[src/rtl/bootsel_pkg.sv]
package bootsel_pkg;

  typedef enum logic [1:0] {
    PL_OPEN = 2'b00,
    PL_HALF = 2'b01,
    PL_ONE  = 2'b10,
    PL_MAX  = 2'b11
  } prot_lvl_e;

  typedef struct packed {
    logic      sec_en;
    logic      lock;
    logic      sw_sel;
    logic      opt_boot;
    logic      pin;
    prot_lvl_e lvl;
  } boot_ctl_t;

endpackage

[src/rtl/bootsel_rst_sync.sv]
module bootsel_rst_sync #(
  parameter int STAGES = 2
) (
  input  logic clk,
  input  logic arst_n,
  output logic srst_n
);
  logic [STAGES-1:0] chain_q;
  logic [STAGES-1:0] chain_d;

  always_comb begin
    chain_d[0] = 1'b1;
  end

  genvar gi;
  generate
    for (gi = 1; gi < STAGES; gi++) begin : g_stage
      always_comb chain_d[gi] = chain_q[gi-1];
    end
  endgenerate

  always_ff @(posedge clk or negedge arst_n) begin
    if (!arst_n) chain_q <= '0;
    else         chain_q <= chain_d;
  end

  assign srst_n = chain_q[STAGES-1];
endmodule

[src/rtl/bootsel_choose.sv]
module bootsel_choose
  import bootsel_pkg::*;
#(
  parameter int          OPT_W    = 25,
  parameter int          ADDR_W   = 32,
  parameter logic [31:0] RSS_ADDR = 32'h0FF8_0000
) (
  input  boot_ctl_t          ctl,
  input  logic [OPT_W-1:0]   ns0,
  input  logic [OPT_W-1:0]   ns1,
  input  logic [OPT_W-1:0]   sadr,
  output logic [ADDR_W-1:0]  chosen
);
  localparam int PAD = ADDR_W - OPT_W;

  logic sel_hi;
  logic [ADDR_W-1:0] ns0_w, ns1_w, s_w;

  assign ns0_w = {ns0,  {PAD{1'b0}}};
  assign ns1_w = {ns1,  {PAD{1'b0}}};
  assign s_w   = {sadr, {PAD{1'b0}}};

  always_comb begin
    sel_hi = ctl.sw_sel ? ctl.pin : ~ctl.opt_boot;
    if (!ctl.sec_en) begin
      chosen = sel_hi ? ns1_w : ns0_w;
    end else if (ctl.lock || !sel_hi) begin
      chosen = s_w;
    end else begin
      chosen = RSS_ADDR[ADDR_W-1:0];
    end
  end
endmodule

[src/rtl/bootsel_window.sv]
module bootsel_window
  import bootsel_pkg::*;
#(
  parameter int          ADDR_W       = 32,
  parameter logic [31:0] RSS_ADDR     = 32'h0FF8_0000,
  parameter logic [31:0] SEC_WIN_BASE = 32'h0C00_0000,
  parameter logic [31:0] SEC_WIN_SIZE = 32'h0008_0000,
  parameter logic [31:0] NS_WIN_BASE  = 32'h0800_0000,
  parameter logic [31:0] NS_WIN_SIZE  = 32'h0008_0000
) (
  input  logic               sec_en,
  input  prot_lvl_e          lvl,
  input  logic [ADDR_W-1:0]  cand,
  output logic [ADDR_W-1:0]  checked
);
  localparam logic [31:0] SEC_LAST = SEC_WIN_BASE + SEC_WIN_SIZE - 32'd1;
  localparam logic [31:0] NS_LAST  = NS_WIN_BASE  + NS_WIN_SIZE  - 32'd1;

  logic in_sec, in_ns, is_rss;

  always_comb begin
    in_sec = (cand >= SEC_WIN_BASE[ADDR_W-1:0]) && (cand <= SEC_LAST[ADDR_W-1:0]);
    in_ns  = (cand >= NS_WIN_BASE[ADDR_W-1:0])  && (cand <= NS_LAST[ADDR_W-1:0]);
    is_rss = (cand == RSS_ADDR[ADDR_W-1:0]);
    checked = cand;
    if (sec_en) begin
      if (lvl != PL_OPEN && !(in_sec || is_rss)) checked = RSS_ADDR[ADDR_W-1:0];
    end else begin
      if (lvl == PL_MAX && !in_ns) checked = NS_WIN_BASE[ADDR_W-1:0];
    end
  end
endmodule

[src/rtl/bootsel_capture.sv]
module bootsel_capture #(
  parameter int ADDR_W = 32
) (
  input  logic              clk,
  input  logic              srst_n,
  input  logic [ADDR_W-1:0] cand,
  output logic [ADDR_W-1:0] addr_q,
  output logic              valid_q
);
  logic              cap_en;
  logic [ADDR_W-1:0] addr_d;
  logic              valid_d;

  always_comb begin
    cap_en  = ~valid_q;
    addr_d  = addr_q;
    valid_d = valid_q;
    if (cap_en) begin
      addr_d  = cand;
      valid_d = 1'b1;
    end
  end

  always_ff @(posedge clk or negedge srst_n) begin
    if (!srst_n) begin
      addr_q  <= '0;
      valid_q <= 1'b0;
    end else begin
      addr_q  <= addr_d;
      valid_q <= valid_d;
    end
  end


  valid_sticky_chk: assert property (@(posedge clk) disable iff (!srst_n)
    valid_q |=> valid_q);

  addr_hold_chk: assert property (@(posedge clk) disable iff (!srst_n)
    valid_q |=> $stable(addr_q));

  addr_idle_chk: assert property (@(posedge clk) disable iff (!srst_n)
    !valid_q |-> (addr_q == '0));
endmodule

[src/rtl/boot_fetch_sel.sv]
module boot_fetch_sel
  import bootsel_pkg::*;
#(
  parameter int          OPT_W        = 25,
  parameter int          ADDR_W       = 32,
  parameter int          SYNC_STAGES  = 2,
  parameter logic [31:0] RSS_ADDR     = 32'h0FF8_0000,
  parameter logic [31:0] SEC_WIN_BASE = 32'h0C00_0000,
  parameter logic [31:0] SEC_WIN_SIZE = 32'h0008_0000,
  parameter logic [31:0] NS_WIN_BASE  = 32'h0800_0000,
  parameter logic [31:0] NS_WIN_SIZE  = 32'h0008_0000
) (
  input  logic              clk,
  input  logic              rst_n,
  input  logic              sec_en,
  input  logic              boot_lock,
  input  logic              sw_sel,
  input  logic              opt_boot,
  input  logic              boot_pin,
  input  logic [1:0]        prot_lvl,
  input  logic [OPT_W-1:0]  ns_addr0,
  input  logic [OPT_W-1:0]  ns_addr1,
  input  logic [OPT_W-1:0]  s_addr,
  output logic [ADDR_W-1:0] fetch_addr,
  output logic              fetch_valid
);
  localparam int          PAD      = ADDR_W - OPT_W;
  localparam logic [31:0] SEC_LAST = SEC_WIN_BASE + SEC_WIN_SIZE - 32'd1;
  localparam logic [31:0] NS_LAST  = NS_WIN_BASE  + NS_WIN_SIZE  - 32'd1;

  logic              srst_n;
  boot_ctl_t         ctl;
  logic [ADDR_W-1:0] chosen;
  logic [ADDR_W-1:0] checked;

  always_comb begin
    ctl.sec_en   = sec_en;
    ctl.lock     = boot_lock;
    ctl.sw_sel   = sw_sel;
    ctl.opt_boot = opt_boot;
    ctl.pin      = boot_pin;
    ctl.lvl      = prot_lvl_e'(prot_lvl);
  end

  bootsel_rst_sync #(.STAGES(SYNC_STAGES)) u_sync (
    .clk(clk), .arst_n(rst_n), .srst_n(srst_n)
  );

  bootsel_choose #(.OPT_W(OPT_W), .ADDR_W(ADDR_W), .RSS_ADDR(RSS_ADDR)) u_choose (
    .ctl(ctl), .ns0(ns_addr0), .ns1(ns_addr1), .sadr(s_addr), .chosen(chosen)
  );

  bootsel_window #(
    .ADDR_W(ADDR_W), .RSS_ADDR(RSS_ADDR),
    .SEC_WIN_BASE(SEC_WIN_BASE), .SEC_WIN_SIZE(SEC_WIN_SIZE),
    .NS_WIN_BASE(NS_WIN_BASE), .NS_WIN_SIZE(NS_WIN_SIZE)
  ) u_window (
    .sec_en(sec_en), .lvl(ctl.lvl), .cand(chosen), .checked(checked)
  );

  bootsel_capture #(.ADDR_W(ADDR_W)) u_capture (
    .clk(clk), .srst_n(srst_n), .cand(checked),
    .addr_q(fetch_addr), .valid_q(fetch_valid)
  );


  lock_secure_chk: assert property (@(posedge clk) disable iff (!rst_n)
    (sec_en && boot_lock) |-> (chosen == {s_addr, {PAD{1'b0}}}));

  sec_window_chk: assert property (@(posedge clk) disable iff (!rst_n)
    (sec_en && prot_lvl != 2'b00) |->
      ((checked == RSS_ADDR[ADDR_W-1:0]) ||
       (checked >= SEC_WIN_BASE[ADDR_W-1:0] && checked <= SEC_LAST[ADDR_W-1:0])));

  ns_window_chk: assert property (@(posedge clk) disable iff (!rst_n)
    (!sec_en && prot_lvl == 2'b11) |->
      (checked >= NS_WIN_BASE[ADDR_W-1:0] && checked <= NS_LAST[ADDR_W-1:0]));

  open_pass_chk: assert property (@(posedge clk) disable iff (!rst_n)
    (prot_lvl == 2'b00) |-> (checked == chosen));

  low_bits_chk: assert property (@(posedge clk) disable iff (!rst_n)
    fetch_valid |-> (fetch_addr[PAD-1:0] == '0));
endmodule

[config.mk]
export PLATFORM = sky130hd
export DESIGN_NAME = boot_fetch_sel
export DESIGN_NICKNAME = d
export VERILOG_FILES = /design/src/rtl/bootsel_pkg.sv /design/src/rtl/bootsel_rst_sync.sv /design/src/rtl/bootsel_choose.sv /design/src/rtl/bootsel_window.sv /design/src/rtl/bootsel_capture.sv /design/src/rtl/boot_fetch_sel.sv
export SDC_FILE = /design/constraint.sdc
export NUM_CORES = 1
export LEC_CHECK = 0
export BUFFER_PORTS_ARGS = -buffer_cell sky130_fd_sc_hd__buf_2
export CAP_MARGIN = 10
export CORE_UTILIZATION = 45
export CTS_CLUSTER_DIAMETER = 40
export DETAILED_ROUTE_END_ITERATION = 8
export PLACE_DENSITY = 0.75
export SLEW_MARGIN = 30
export SYNTH_ARGS = -nofsm -noshare
export SYNTH_HDL_FRONTEND = slang
export SYNTH_HIERARCHICAL = 1
export SYNTH_SLANG_ARGS = --single-unit
[constraint.sdc]
create_clock -name clk -period 1.31 [get_ports clk]
set_input_delay 0.131 -clock clk [delete_from_list [all_inputs] [get_ports clk]]
set_output_delay 0.131 -clock clk [all_outputs]
set_load 0.05 [all_outputs]
# Word level (Yosys, flattened, before mapping)
# Index checks and enable logic that the tools add are counted.
dict set report totals {
  ff_bits 35
  in_bits 84
  out_inout_bits 33
  word_cells 27
}
dict set report classes {
  order_cmp 4
  eq_ne 2
  n_mux 7
  bitwise_logic 1
  n_reduce_logical 10
}
# op n
set ops {}
lappend ops {{2-to-1 mux 32 bit} 6}
lappend ops {{greater-or-equal comparator 32 x 28 -> 1 bit, second input constant} 2}
lappend ops {{less-or-equal comparator 32 x 28 -> 1 bit, second input constant} 2}
lappend ops {{== test 32 x 28 -> 1 bit, second input constant} 1}
lappend ops {{logical AND 1 bit} 4}
lappend ops {{logical NOT 1 bit} 3}
lappend ops {{== test 2 bit, second input constant} 1}
lappend ops {{logical OR 1 bit} 2}
lappend ops {{nonzero test 2 bit} 1}
lappend ops {{2-to-1 mux 1 bit} 1}
lappend ops {{inverter 1 bit} 1}

# Longest topological paths before layout
dict set report logic_depth {
  depth_word 13
  mapped_depth 11
}

# By module
# The synthesis kept the hierarchy.
# mod instances cells_per_inst area_per_inst_um2
set modules_own_cells {}
lappend modules_own_cells {bootsel_capture 1 70 1373.8}
lappend modules_own_cells {bootsel_choose 1 138 930.9}
lappend modules_own_cells {bootsel_window 1 61 504.2}
lappend modules_own_cells {bootsel_rst_sync 1 3 53.8}

# Worst setup path before layout
# OpenSTA, ideal clock, no wires.
dict set report synth_path {
  path_kind {input-to-reg}
  startpoint {in boot_pin}
  endpoint {reg u_capture.addr_q[19]}
  arrival_ns 2.102
  required_ns 1.185
  slack_ns -0.917
  cell_stages 10
  path_cell_list {and2b_1 buf_4 o32ai_1 a31oi_1 nor4_1 nand4_1 o211a_4 buf_6 a211o_1 mux2_4}
}
dict set report synth_between {
  elab_chain_cells 12
  word_cells_on_any_way 21
}
# item line_no
set synth_lines {}
lappend synth_lines {{start: declaration} boot_fetch_sel.sv:19} ;# input logic boot_pin,
lappend synth_lines {{2-to-1 mux 1 bit (*)} bootsel_choose.sv:24} ;# sel_hi = ctl.sw_sel ? ctl.pin : ~ctl.opt_boot;
lappend synth_lines {{logical NOT 1 bit} bootsel_choose.sv:27} ;# end else if (ctl.lock || !sel_hi) begin
lappend synth_lines {{logical OR 1 bit} bootsel_choose.sv:27}
lappend synth_lines {{2-to-1 mux 32 bit} bootsel_choose.sv:27}
lappend synth_lines {{2-to-1 mux 32 bit (*)} bootsel_choose.sv:25} ;# if (!ctl.sec_en) begin
lappend synth_lines {{named net chosen[7]} boot_fetch_sel.sv:33} ;# logic [ADDR_W-1:0] chosen;
lappend synth_lines {{greater-or-equal comparator 32 x 28 -> 1 bit or less-or-equal comparator 32 x 28 -> 1 bit (tied branches)} bootsel_window.sv:22} ;# in_sec = (cand >= SEC_WIN_BASE[ADDR_W-1:0]) && (cand <= SEC_LAST[ADDR_W-1:0]);
lappend synth_lines {{logical AND 1 bit} bootsel_window.sv:22}
lappend synth_lines {{logical OR 1 bit} bootsel_window.sv:27} ;# if (lvl != PL_OPEN && !(in_sec || is_rss)) checked = RSS_ADDR[ADDR_W-1:0];
lappend synth_lines {{logical NOT 1 bit} bootsel_window.sv:27}
lappend synth_lines {{logical AND 1 bit} bootsel_window.sv:27}
lappend synth_lines {{2-to-1 mux 32 bit} bootsel_window.sv:27}
lappend synth_lines {{2-to-1 mux 32 bit (*)} bootsel_window.sv:26} ;# if (sec_en) begin
lappend synth_lines {{named net checked[19]} boot_fetch_sel.sv:34} ;# logic [ADDR_W-1:0] checked;
lappend synth_lines {{end signal: assignment} bootsel_capture.sv:29} ;# addr_q <= addr_d;
lappend synth_lines {{end: declaration} bootsel_capture.sv:7} ;# output logic [ADDR_W-1:0] addr_q,
# Mark *: on every way through the listed nets, which the timed path passes. The rest lies on a longest branch.
# A chain may end at the register's enable or synchronous reset.

# Worst setup path after layout
dict set report layout_path {
  startpoint {in opt_boot}
  endpoint {reg u_capture.addr_q[14]}
}
dict set report layout_between {
  elab_chain_cells 13
  word_cells_on_any_way 22
}
# item line_no
set layout_lines {}
lappend layout_lines {{start: declaration} boot_fetch_sel.sv:18} ;# input logic opt_boot,
lappend layout_lines {{inverter 1 bit (*)} bootsel_choose.sv:24}
lappend layout_lines {{2-to-1 mux 1 bit (*)} bootsel_choose.sv:24}
lappend layout_lines {{logical NOT 1 bit} bootsel_choose.sv:27}
lappend layout_lines {{logical OR 1 bit} bootsel_choose.sv:27}
lappend layout_lines {{2-to-1 mux 32 bit} bootsel_choose.sv:27}
lappend layout_lines {{2-to-1 mux 32 bit (*)} bootsel_choose.sv:25}
lappend layout_lines {{named net chosen[21]} boot_fetch_sel.sv:33}
lappend layout_lines {{greater-or-equal comparator 32 x 28 -> 1 bit or less-or-equal comparator 32 x 28 -> 1 bit (tied branches)} bootsel_window.sv:22}
lappend layout_lines {{logical AND 1 bit} bootsel_window.sv:22}
lappend layout_lines {{logical OR 1 bit} bootsel_window.sv:27}
lappend layout_lines {{logical NOT 1 bit} bootsel_window.sv:27}
lappend layout_lines {{logical AND 1 bit} bootsel_window.sv:27}
lappend layout_lines {{2-to-1 mux 32 bit} bootsel_window.sv:27}
lappend layout_lines {{2-to-1 mux 32 bit (*)} bootsel_window.sv:26}
lappend layout_lines {{named net checked[14]} boot_fetch_sel.sv:34}
# Marks and branches as above.

==> results.yml <==
cts:
  clk_latency_ns: 0.28
  cts_root_buf: "clkbuf_8"
  cts_buffers: 5
  cts_max_path_buffers: 2
  cts_sinks: 35
  clk_pin_slew_ns: 0.07
  htree_levels: 2
  cts_tree: "done"
synth:
  avgSynthCellArea_um2: 10.5
  synth_top_cell_area_share_pct: 30.6
  synth_area_leaders: "dfrtp_1 (31%), mux2_4 (16%), and4b_1 (5.9%), a31oi_1 (5.5%), nand3_1 (4.5%)"
  synth_warnings: 6
  async_flop_share_pct: 100
  ys.flop_type: "dfrtp_1"
  yosys.cell_types.count: 40
  synth_edf_count: 0
  yosys-top-cells-count: "dfrtp_1 (35), mux2_4 (30), nand3_1 (26)"
  synth-seq-cells: 35
  synth-seq-area-share_pct: 30.6
  yosysMostFrequentCell: "dfrtp_1"
  yosysTopAreaCell: "dfrtp_1"
  synth_cells: 272
  syn_area_um2: 2860
die:
  fp.dieH_um: 81.8
  ioPinCount: 117
  rows: 28
  start_util_pct: 47.5
  dieWidth_um: 81.8
  die_area_um2: 6680
  coreArea_um2: 6030
power_and_ir_drop:
  power.leakage_nw: 2.24
  p_per_area_nw_per_um2: 903
  vdd_drop_max_uv: 862
global_routing:
  grt_pass1_wl_mm: 15.8
  use_met3_pct: 4.33
  antenna_found_initial: 0
  use_met2_pct: 52.6
  overflow: 0
  global_route.peak_usage_layer: "met2"
  grt_max_degree: 34
  grt_util_met1_pct: 38.9
  grt.total_usage_pct: 31.1
  grt_pass1_vias: 3108
worst_setup_path:
  cp_slowest_cell: "a311oi_1"
  crit_family: "compound AO/OA/AOI/OAI gates"
  crit_top_cell: "buf_4"
  slowest_delay_ns: 0.47
  cp_max_fo: 6
  reg2reg_from: "u_capture/valid_q$_DFF_PN0_"
  r2r_end: "u_capture/addr_q[17]$_DFFE_PN0N_"
  startpoint_type: "primary input"
  crit_type: "in -> reg"
  r2r_slack_ns: 0.24
  arrival_ns: 2.59
  crit_path_end_kind: "flop"
  ff2ff_path_depth: 2
  path_cells: "buf_2, buf_6, nand2b_2, buf_4, a311oi_1, a31oi_2, nor3_1, nand2_1, buf_4, o21bai_4, clkbuf_16, and4b_2, mux2_4"
  cp.required_ns: 1.53
  critPathBufInv: 5
placed_design:
  placed_area_um2: 3790
  dp_hpwl_mm: 6.39
  io_buffer_count: 116
  gp_congestion: 0.855
timing:
  setup_viol: 25
  skew_ns: 0.00540
  slew_headroom_pct: 67.0
  rsz0062_at_grt: "yes"
  period_needed_ns: 2.37
  slew_viol_final: 0
  final_hold_viol_count: 0
  final.setup.tns_ns: -24.71
  finalCritPeriodShare_pct: 181
  timing.fmax_mhz: 422
  worstMarginPinSlew_ns: 0.492
  setup_ws_ns: -1.06
route:
  drc: 0
  via_per_inst: 6.27
  wl_per_cell_um: 20.9
  drtPass1Iterations: 5
  routed_wirelength_mm: 11.1
  via_count: 3342
  final_antenna_net_count: 0
  drt_iter0_drc: 277
final_layout:
  area_growth_pct: 63.3
  fin_nets: 541
  drive_gt1_share_pct: 65.5
  n_antenna_cell: 0
  final_area_um2: 4670
run_status:
  outcome: "finished with violations"
  violations: "setup timing"
run:
  cap_violations: 0
min_path:
  hold_class: "in -> async"
==> cell type report <==
| type | count | area (µm²) |
|---|---|---|
| multi-input combinational | 205 | 2020 |
| timing repair buffer | 208 | 1560 |
| fill | 385 | 1350 |
| sequential | 35 | 877 |
| tap | 75 | 93.8 |
| clock buffer | 6 | 82.6 |
| clock inverter | 2 | 35.0 |
| inverter | 2 | 7.51 |
==> metal layers <==
layer / vias up / wire length (µm)
met2: 261 / 5490
met4: 0 / 457
li1: 1444 / -
met1: 1589 / 4230
met3: 48 / 941
met5: - / 0
==> placed cells by master, fill, tap and decap left out, drive strengths merged <==
cell type	instances
nor4b	1
nand4b	1
dfrtp	35
buf	205
o21bai	1
nand4	1
nand2b	5
nand3b	2
o211a	2
a31oi	25
nand3	26
conb	9
o21a	1
mux2	32
a41oi	1
clkbuf	8
o21ai	26
o32ai	16
nor2	3
dlygate4sd3	1
nor3	1
and3	4
and4b	21
inv	1
a211o	7
clkinv	2
nor4	4
a311oi	9
bufinv	1
and2b	3
nand2	3
a41o	1
==> how the worst max path moves through the flow <==
stage / start / to / cells after the start
after floorplan: boot_pin / u_capture/addr_q[19]$_DFFE_PN0N_ / 10
after global placement: opt_boot / u_capture/addr_q[13]$_DFFE_PN0N_ / 12
after detailed placement: boot_pin / u_capture/addr_q[15]$_DFFE_PN0N_ / 12
after CTS: sw_sel / u_capture/addr_q[24]$_DFFE_PN0N_ / 11
after global routing: opt_boot / u_capture/addr_q[14]$_DFFE_PN0N_ / 13
final: opt_boot / u_capture/addr_q[14]$_DFFE_PN0N_ / 13
==> logic make-up (layout without fill, tap and decap cells) <==
family	after synthesis	after routing	synth area share [%]
DFF	35	35	30.6
AOI/OAI and AO/OA	88	89	23.3
muxes	32	32	16.5
other	3	9	0.393
and+or+nand+nor	72	75	17.9
buffers and inverters	42	218	11.3
==> state kept, by name, summed over array words and instances, names as in the netlist <==
name               flops
u_capture/addr_q      32
u_sync/chain_q         2
u_capture/valid_q      1
==> what timing repair did <==
| item | 4_1_cts | 5_1_grt |
|---|---|---|
| setup endpoints to repair | 26 | 25 |
| cloned | 8 | 2 |
| hold buffers | 1 | 0 |
| resized for setup | 41 | 24 |
| endpoints found under the hold margin | 2 | 0 |
| pin swaps | 19 | 14 |
| setup buffers | 22 | 9 |
==> report_power, final <==
| part | total, mW | internal, mW | switching [mW] |
|---|---|---|---|
| Combinational | 1.97 | 0.879 | 1.09 |
| Clock | 0.984 | 0.615 | 0.369 |
| Sequential | 1.27 | 1.20 | 0.0752 |
==> metrics by stage <==
stage / setup WS [ns] / instances / total power [mW] / hold slack [ns] / utilization [%]
floorplan: -0.878 / 278 / 2.36 / -0.165 / -
global placement: -1.09 / 484 / 2.84 / -0.0822 / 62.9
detailed placement: -1.13 / 484 / 2.86 / -0.0803 / 62.9
CTS: -0.793 / 523 / 4.07 / 0.150 / 73.9
global route: -1.10 / 533 / 4.40 / 0.178 / 77.6
finish: -1.06 / 533 / 4.22 / 0.157 / 77.6
Note: power is estimated with default switching activity, not from simulation.
